File: src/rtl/sticky_flags_pkg.sv
package sticky_flags_pkg;
  localparam int FLAG_W = 7;
  localparam int BIT_INVALID = 0;
  localparam int BIT_OVERFLOW = 1;
  localparam int BIT_UNDERFLOW = 2;
  localparam int BIT_INEXACT = 3;
  localparam int BIT_DIVZERO = 4;
  localparam int BIT_INFLUSH = 5;
  localparam int BIT_OUTFLUSH = 6;

  typedef logic [FLAG_W-1:0] flagVec_t;

  typedef struct packed {
    logic     loadSw;
    flagVec_t mergeVec;
  } flagStrobe_t;
endpackage

File: src/rtl/sticky_flags_ctrl.sv
module sticky_flags_ctrl
  import sticky_flags_pkg::*;
#(
  parameter int NUM_UPD = 4
) (
  input  logic [NUM_UPD-1:0]        updValid,
  input  logic [NUM_UPD*FLAG_W-1:0] updFlags,
  input  logic                      swWrEn,
  output flagStrobe_t               strobe
);
  flagVec_t maskedVec [NUM_UPD];

  for (genvar k = 0; k < NUM_UPD; k++) begin : gMask
    assign maskedVec[k] = updFlags[k*FLAG_W +: FLAG_W] & {FLAG_W{updValid[k]}};
  end

  always_comb begin
    flagVec_t acc;
    acc = '0;
    for (int k = 0; k < NUM_UPD; k++) begin
      acc = acc | maskedVec[k];
    end
    strobe.mergeVec = acc;
    strobe.loadSw   = swWrEn;
  end
endmodule

File: src/rtl/sticky_flags_dp.sv
module sticky_flags_dp
  import sticky_flags_pkg::*;
#(
  parameter int ROUND_W = 2
) (
  input  logic               clk,
  input  logic               rst_n,
  input  flagStrobe_t        strobe,
  input  flagVec_t           swWrFlags,
  input  logic [ROUND_W-1:0] swWrRound,
  output flagVec_t           heldFlags,
  output logic [ROUND_W-1:0] heldRound
);
  flagVec_t baseVec;

  assign baseVec = strobe.loadSw ? swWrFlags : heldFlags;

  always_ff @(posedge clk or negedge rst_n) begin
    if (!rst_n) begin
      heldFlags <= '0;
      heldRound <= '0;
    end else begin
      heldFlags <= baseVec | strobe.mergeVec;
      if (strobe.loadSw) begin
        heldRound <= swWrRound;
      end
    end
  end
endmodule

File: src/rtl/sticky_flags_top.sv
module sticky_flags_top
  import sticky_flags_pkg::*;
#(
  parameter int NUM_UPD = 4,
  parameter int ROUND_W = 2
) (
  input  logic                      clk,
  input  logic                      rst_n,
  input  logic [NUM_UPD-1:0]        updValid,
  input  logic [NUM_UPD*FLAG_W-1:0] updFlags,
  input  logic                      swWrEn,
  input  logic [FLAG_W-1:0]         swWrFlags,
  input  logic [ROUND_W-1:0]        swWrRound,
  output logic [FLAG_W-1:0]         rdFlags,
  output logic [ROUND_W-1:0]        rdRound
);
  flagStrobe_t strobe;

  sticky_flags_ctrl #(.NUM_UPD(NUM_UPD)) ctrl_i (
    .updValid (updValid),
    .updFlags (updFlags),
    .swWrEn   (swWrEn),
    .strobe   (strobe)
  );

  sticky_flags_dp #(.ROUND_W(ROUND_W)) dp_i (
    .clk       (clk),
    .rst_n     (rst_n),
    .strobe    (strobe),
    .swWrFlags (swWrFlags),
    .swWrRound (swWrRound),
    .heldFlags (rdFlags),
    .heldRound (rdRound)
  );
endmodule

File: config.mk
export PLATFORM = sky130hd
export DESIGN_NAME = sticky_flags_top
export DESIGN_NICKNAME = d
export VERILOG_FILES = /design/src/rtl/sticky_flags_pkg.sv /design/src/rtl/sticky_flags_ctrl.sv /design/src/rtl/sticky_flags_dp.sv /design/src/rtl/sticky_flags_top.sv
export SDC_FILE = /design/constraint.sdc
export NUM_CORES = 1
export LEC_CHECK = 0
export ABC_CLOCK_PERIOD_IN_PS = 1800
export BUFFER_PORTS_ARGS = -buffer_cell sky130_fd_sc_hd__buf_2
export CAP_MARGIN = 20
export CORE_MARGIN = 5
export CORE_UTILIZATION = 37
export CTS_BUF_LIST = sky130_fd_sc_hd__clkbuf_8
export DETAILED_ROUTE_END_ITERATION = 7
export PLACE_DENSITY = 0.86
export SLEW_MARGIN = 10
export SYNTH_ARGS = -nofsm -noshare
export SYNTH_HDL_FRONTEND = slang
export SYNTH_SLANG_ARGS = --single-unit
export TNS_END_PERCENT = 100
File: constraint.sdc
create_clock -name clk -period 1.8 [get_ports clk]
set_input_delay 0.27 -clock clk [delete_from_list [all_inputs] [get_ports clk]]
set_output_delay 0.27 -clock clk [all_outputs]
set_load 0.05 [all_outputs]
==> reports/qor.yml, run 1 <==
synth_seq_area_share_pct: 46.8
worstPathRequired_ns: 1.53
slew_headroom_pct: 82.3
yosysWarnings: 0
r2r_end: "dp_i.heldRound[1]"
syn_area_um2: 482
cp_max_fo: 2
final_nets: 143
synth.largest_area_cell: "dfrtp_1"
cts_tree: "done"
path_buf_inv: 1
cp_cell_sequence: "buf_2"
grt_pass1_vias: 556
synth_cell_type_count: 10
dieArea_um2: 2120
cpPeakStageDelay_ns: 0.35
maxCapViolations: 0
core-area_um2: 1270
post-route-drc-count: 0
fin_tns_setup_ns: 0
syn2layout_area_growth_pct: 67.0
rsz0062_at_grt: "false"
grt_usage_pct: 15.8
clkLatencyLatePin_ns: 0.23
fmax_mhz: 893
h-tree-depth: 1
cpLargestDelayFamily: "flip-flops"
io_pins: 53
final_core_util_pct: 63.4
hold_viol: 0
path_clk_slew_ns: 0.04
multi_input_area_um2: 245
avgSynthCellArea_um2: 11.5
syn_inst: 42
path_depth: 1
seqCellArea_um2: 225
worst_slew_pin_slew_ns: 0.266
min_period_over_period_pct: 62.2
end_kind: "primary output"
cts_buffers: 3
clock_sinks: 9
ys_ff_latch: 9
dr.pass1.iters: 5
n_antenna_cell: 0
first_iter_violations: 7
cts_setup_buffers: 0
cpMaxStageDelayCell: "dfrtp_1"
start_kind: "flop"
place.gp.congestion: 0.694
synth.net_count: 86
yosys.area.top_type_share_pct: 46.8
totalWireLength_um: 1640
worstHoldPathType: "in -> reg"
chipHeight_um: 46.1
antenna_left: 0
max-vdd-ir-drop_mv: 0.477
port_buffers: 52
outcome: "complete, no violations"
grt_overflow: 0
endpoint: "rdFlags[6]"
vias_per_cell: 5.02
row_count: 13
timing.hold.ws_ns: 0.270
reg2reg_slack_ns: 1.03
reg2reg_from: "dp_i.heldRound[1]"
grt_pass1_wl_um: 2330
criticalPathCategory: "reg -> out"
fill_cells: 109
ys_top_cells_by_area: "dfrtp_1 47%, a22oi_1 22%, mux2i_1 10%, mux2_4 6.2%, nand3_1 5.2%"
cts_buffer_depth: 2
start_util_pct: 38.0
cp-startpoint: "dp_i.heldFlags[6]"
worstPathArrival_ns: 0.85
rr_worst_depth: 1
layout-drive-gt1-share_pct: 59.2
skew_ns: 0
wl_per_cell_um: 14.5
grt_max_degree: 12
fin_crit_ns: 1.12
vias: 567
p_leak_nw: 0.416
antenna_found_initial: 0
die_w_um: 46.1
power_density_nw_per_um2: 760
slew_violations: 0
root_buffer: "clkbuf_8"
finalSetupViolations: 0
## final cells by class
cell class              instances  area share (%)
clock buffers                   3            5.13
flip-flops and latches          9            28.0
repair buffers                 53            33.6
well taps                      15            2.33
multi-input cells              32            30.5
clock inverters                 1           0.467
## cells by family (layout without fill, tap and decap cells)
logic type / Yosys count / after routing / share of synthesized area [%]
DFF: 9 / 9 / 46.8
muxes: 7 / 7 / 16.6
and+or+nand+nor: 11 / 11 / 12.5
AOI/OAI and AO/OA: 14 / 14 / 21.8
buffers and inverters: 1 / 57 / 2.34
## layout by cell type (no fill, tap or decap)
cell / Yosys / layout
mux2i_1: 5 / 5
clkbuf_8: 0 / 3
a22oi_1: 14 / 14
inv_1: 0 / 1
nand4_1: 2 / 2
nand2b_1: 1 / 1
nand2b_2: 1 / 1
buf_2: 0 / 52
nand3_1: 5 / 5
dfrtp_1: 9 / 9
nand2_1: 2 / 2
mux2_4: 2 / 2
dlygate4sd3_1: 0 / 1
## worst min-delay path by stage
stage / slack, ns / start / end / cells after the start
after floorplan: -0.03 / rst_n / dp_i.heldFlags[0] / 0
after global placement: 0.13 / rst_n / dp_i.heldRound[0] / 1
after detailed placement: 0.13 / rst_n / dp_i.heldFlags[1] / 1
after CTS: 0.27 / updFlags[23] / dp_i.heldFlags[2] / 3
after global routing: 0.28 / updFlags[6] / dp_i.heldFlags[6] / 3
final: 0.27 / swWrFlags[4] / dp_i.heldFlags[4] / 3
## cell usage after synthesis, drive strengths merged
cell    count
a22oi      14
dfrtp       9
mux2i       5
nand3       5
mux2        2
nand2       2
nand2b      2
nand4       2
buf         1
## worst min-delay path, delay by kind of cell
kind | cells | cell delay [ns]
buf+inv | 1 | 0.08
simple gates | 1 | 0.06
mux | 1 | 0.06
## stage by stage
stage          area [um2]  total power, mW  worst slack, ns  cells
2_1_floorplan         482            0.316            0.806     42
5_1_grt               805            0.645            0.637    113
6_report              805            0.612            0.680    113
3_5_place_dp          749            0.392            0.822    108
3_3_place_gp          749            0.389            0.837    108
4_1_cts               805            0.621            0.668    113
## power breakdown
group | leakage [nW] | total (mW) | internal, mW | switching, mW
clock network | 0.0269 | 0.221 | 0.148 | 0.0733
logic | 0.300 | 0.167 | 0.0707 | 0.0965
registers | 0.0893 | 0.223 | 0.216 | 0.00694
total | 0.416 | 0.612 | 0.435 | 0.177
## registers in the layout, indices dropped and copies added (netlist names)
signal	count
dp_i.heldFlags	7
dp_i.heldRound	2
## what timing repair did
action                    in CTS  in global routing
hold endpoints to repair       9                  0
hold buffers                   1                  0
gates resized for setup        0                  0
## per-layer routing
layer | vias to the layer above | share of wire (%) | GRT usage [%]
met2 | 36 | 48 | 27.5
met4 | 0 | 0.79 | 8.52
met3 | 2 | 14 | 3.13
met1 | 248 | 38 | 17.8
met5 | - | 0 | 0
li1 | 281 | - | -
Note: power is estimated with default switching activity, not from simulation.
==> run 2: changes to the inputs <==
ABC_CLOCK_PERIOD_IN_PS = 1100   (was 1800)
CORE_UTILIZATION = 34   (was 37)
PLACE_DENSITY = 0.8   (was 0.86)
clock period = 1.1 ns   (was 1.8 ns; I/O delays follow)
==> run 2 against run 1 <==
Net effect:
- non-clock buffer count is the same
- power grew 66%
- critical path depth is the same
- global-route usage shrank 1.2 points
- clock skew is the same
- die area grew 6.9%
- sequential share of layout area is essentially flat
- clock power grew 70%
- count of clock-buffer cells in the layout is the same
- worst hold slack lost 0.12 ns
- critical path type unchanged
- largest cell class unchanged
- highest routed layer unchanged
==> reports/qor.yml, run 2 (same netlist as run 1, synthesis figures left out) <==
fin_tns_setup_ns: 0
vias: 568
worstPathRequired_ns: 0.94
cp_max_fo: 2
die_w_um: 47.6
worstHoldPathType: "in -> reg"
cts-resized-gates: 0
final_cells: 113
worst_slew_pin_slew_ns: 0.264
cts_tree: "done"
io_pins: 53
cpPeakStageDelay_ns: 0.36
wl_per_cell_um: 14.5
cpMaxStageDelayCell: "dfrtp_1"
h-tree-depth: 1
layout-drive-gt1-share_pct: 60.2
final_core_util_pct: 61.2
end_kind: "primary output"
p_leak_nw: 0.415
cpLargestDelayFamily: "flip-flops"
cp_cell_sequence: "buf_2"
grt_pass1_wl_um: 2300
chipHeight_um: 47.6
path_clk_slew_ns: 0.05
cts_buffer_depth: 2
cts_setup_buffers: 0
post-route-drc-count: 0
criticalPathCategory: "reg -> out"
slew_violations: 0
final_nets: 143
port_buffers: 52
dieArea_um2: 2270
grt_use_met1_pct: 15.2
use_met2_pct: 28.1
final_cell_mix: "52 x buf_2, 14 x a22oi_1, 9 x dfrtp_1"
fmax_mhz: 980
p_total_mw: 1.01
start_util_pct: 36.6
clock_sinks: 9
min_period_over_period_pct: 92.8
rsz0062_at_grt: "false"
skew_ns: 0
met3_usage_pct: 6.02
antenna_found_initial: 0
path_buf_inv: 1
place.gp.congestion: 0.699
first_iter_violations: 11
cts_buffers: 3
dr.pass1.iters: 4
power_density_nw_per_um2: 1260
fin_crit_ns: 1.02
syn2layout_area_growth_pct: 67.3
grt_usage_pct: 14.6
slew_headroom_pct: 82.4
hpwl_um: 1330
vias_per_cell: 5.03
hold_buffers: 1
reg.largest.list: "dp_i.heldFlags x7, dp_i.heldRound x2"
n_antenna_cell: 0
largest_reg_flops: 7
busiest_layer: "met2"
start_kind: "flop"
antenna_left: 0
row_count: 13
clkLatencyLatePin_ns: 0.23
grt_overflow: 0
grt_pass1_vias: 553
max-vdd-ir-drop_mv: 0.792
outcome: "complete, no violations"
regMostFlops: "dp_i.heldFlags"
finalSetupViolations: 0
root_buffer: "clkbuf_8"
maxCapViolations: 0
worstPathArrival_ns: 0.86
hold_viol: 0
dp_cells: 108
totalWireLength_um: 1640
grt_max_degree: 12
core-area_um2: 1320
layout_commonest_cell: "buf_2"
run 2: changes by cell type in the layout (fill, tap and decap cells not counted):
cell / delta
clkinv_2: +1
inv_1: -1
run 2: where the power goes:
group          total (mW)  switching (mW)  internal (mW)
sequential          0.365          0.0113          0.354
combinational       0.273           0.157          0.116
clock               0.376           0.129          0.247
run 2: final timing paths:
kind                                         from                end  slack (ns)  cells past startpoint
max in group asynchronous                   rst_n  dp_i.heldRound[0]        0.61                      2
min in group asynchronous                   rst_n  dp_i.heldFlags[1]        0.31                      2
worst min-delay path                  updFlags[3]  dp_i.heldFlags[3]        0.15                      3
worst max-delay path            dp_i.heldFlags[6]         rdFlags[6]        0.08                      1
worst min register to register  dp_i.heldFlags[2]  dp_i.heldFlags[2]        0.50                      2
worst max register to register  dp_i.heldRound[0]  dp_i.heldRound[0]        0.34                      1
run 2: final cells by class:
class / instances / area [um2]
Fill cell: 114 / 512
Timing Repair Buffer: 53 / 270
Multi-Input combinational cell: 32 / 245
Sequential cell: 9 / 225
Clock buffer: 3 / 41.3
Tap cell: 15 / 18.8
Clock inverter: 1 / 5.00
run 2: layer usage:
layer / routed length [um] / vias to the layer above / part of all wire, %
li1: - / 282 / -
met1: 606 / 251 / 37
met2: 801 / 33 / 49
met3: 222 / 2 / 14
met4: 8 / 0 / 0.49
met5: 0 / - / 0
run 2: stage by stage:
stage,worst slack [ns],hold slack (ns),instance area [um2]
6_report,0.0793,0.152,806
3_3_place_gp,0.242,0.0250,749
5_1_grt,0.0459,0.155,806
2_1_floorplan,0.106,-0.131,482
3_5_place_dp,0.228,0.0249,749
4_1_cts,0.0768,0.148,806
==> run 3: changes to the inputs <==
CAP_MARGIN = 10   (was 20)
CORE_MARGIN = 4   (was 5)
==> run 3 against run 2 <==
Net effect:
- critical path depth did not move
- setup slack improved by 0.0017 ns
- cell count did not move
- via count rose by 2.3%
- highest routed layer unchanged
- sequential power barely moved
- non-clock buffer count did not move
- core utilization fell by 0.095 points
- sequential share of layout area barely moved
- routed wire length rose by 1.6%
- worst hold slack got worse by 0.010 ns
- critical path type unchanged
==> reports/qor.yml, run 3 (same netlist as run 1, synthesis figures left out) <==
cp_max_fo: 2
cpMaxStageDelayCell: "dfrtp_1"
cpLargestDelayFamily: "flip-flops"
dr.pass1.iters: 4
fill_cells: 126
n_antenna_cell: 0
vias_per_cell: 5.14
cts_setup_buffers: 0
grt_pass1_vias: 611
max-vdd-ir-drop_mv: 0.763
start_kind: "flop"
clock_sinks: 9
maxCapViolations: 0
io_pins: 53
post-route-cell-area_um2: 805
worstHoldPathType: "in -> reg"
grt_usage_pct: 17.4
power_density_nw_per_um2: 1260
min-delay-start: "updFlags[3]"
port_buffers: 52
p_total_mw: 1.01
reg2reg_from: "dp_i.heldRound[0]"
root_buffer: "clkbuf_8"
outcome: "complete, no violations"
cts_buffer_depth: 2
skew_ns: 0
cpPeakStageDelay_ns: 0.35
antenna_found_initial: 0
fmax_mhz: 981
post-route-drc-count: 0
row_count: 13
slew_violations: 0
totalWireLength_um: 1660
rsz0062_at_grt: "false"
final_nets: 143
finalSetupViolations: 0
post_dp_cell_area_um2: 749
layout-drive-gt1-share_pct: 59.2
dieArea_um2: 2080
p_leak_nw: 0.416
fin_tns_setup_ns: 0
h-tree-depth: 1
worst_slew_pin_slew_ns: 0.268
cts_buffers: 3
reg.largest.list: "dp_i.heldFlags x7, dp_i.heldRound x2"
fin_crit_ns: 1.02
final_cell_mix: "52 x buf_2, 14 x a22oi_1, 9 x dfrtp_1"
path_clk_slew_ns: 0.05
worstPathRequired_ns: 0.94
antenna_left: 0
reg2reg_slack_ns: 0.35
chipHeight_um: 45.6
syn2layout_area_growth_pct: 67.0
final_core_util_pct: 61.1
place.gp.congestion: 0.772
min_period_over_period_pct: 92.6
cts-resized-gates: 0
grt_overflow: 0
grt_max_degree: 12
wl_per_cell_um: 14.7
cts_tree: "done"
clkLatencyLatePin_ns: 0.23
hold_buffers: 1
core-area_um2: 1320
vias: 581
end_kind: "primary output"
grt_pass1_wl_um: 2530
slew_headroom_pct: 82.1
start_util_pct: 36.6
die_w_um: 45.6
largest_reg_flops: 7
first_iter_violations: 8
hold_viol: 0
criticalPathCategory: "reg -> out"
layout_commonest_cell: "buf_2"
worstPathArrival_ns: 0.85
cp-startpoint: "dp_i.heldFlags[6]"
path_buf_inv: 1
cp_cell_sequence: "buf_2"
regMostFlops: "dp_i.heldFlags"
[run 3: worst paths after layout]
check | endpoint | cells after the start
setup / recovery | rdFlags[6] | 1
hold / removal | dp_i.heldFlags[3] | 3
setup reg to reg | dp_i.heldRound[0] | 1
hold reg to reg | dp_i.heldFlags[4] | 2
max in group asynchronous | dp_i.heldFlags[0] | 2
min in group asynchronous | dp_i.heldFlags[3] | 2
[run 3: final cells by class]
type	instances	area (um2)	area share [%]
Timing Repair Buffer	53	270	33.6
Sequential cell	9	225	28.0
Multi-Input combinational cell	32	245	30.5
Tap cell	15	18.8	2.33
Clock inverter	1	3.75	0.467
Clock buffer	3	41.3	5.13
[run 3: metrics by stage]
stage	std cells	hold WS [ns]	worst slack [ns]
finish	113	0.141	0.0810
global route	113	0.169	0.0523
CTS	113	0.143	0.0739
detailed placement	108	0.0363	0.239
global placement	108	0.0261	0.245
floorplan	42	-0.131	0.106
[run 3: power breakdown]
group | internal [mW] | switching, mW | total (mW)
clock | 0.243 | 0.129 | 0.372
sequential | 0.353 | 0.0102 | 0.363
combinational | 0.116 | 0.159 | 0.274
[run 3: metal layers]
layer | part of all wire, % | vias up | track usage (%)
li1 | - | 283 | -
met1 | 39 | 258 | 18.4
met2 | 47 | 38 | 31.8
met3 | 12 | 2 | 5.93
met4 | 0.72 | 0 | 5.26
met5 | 0 | - | 0
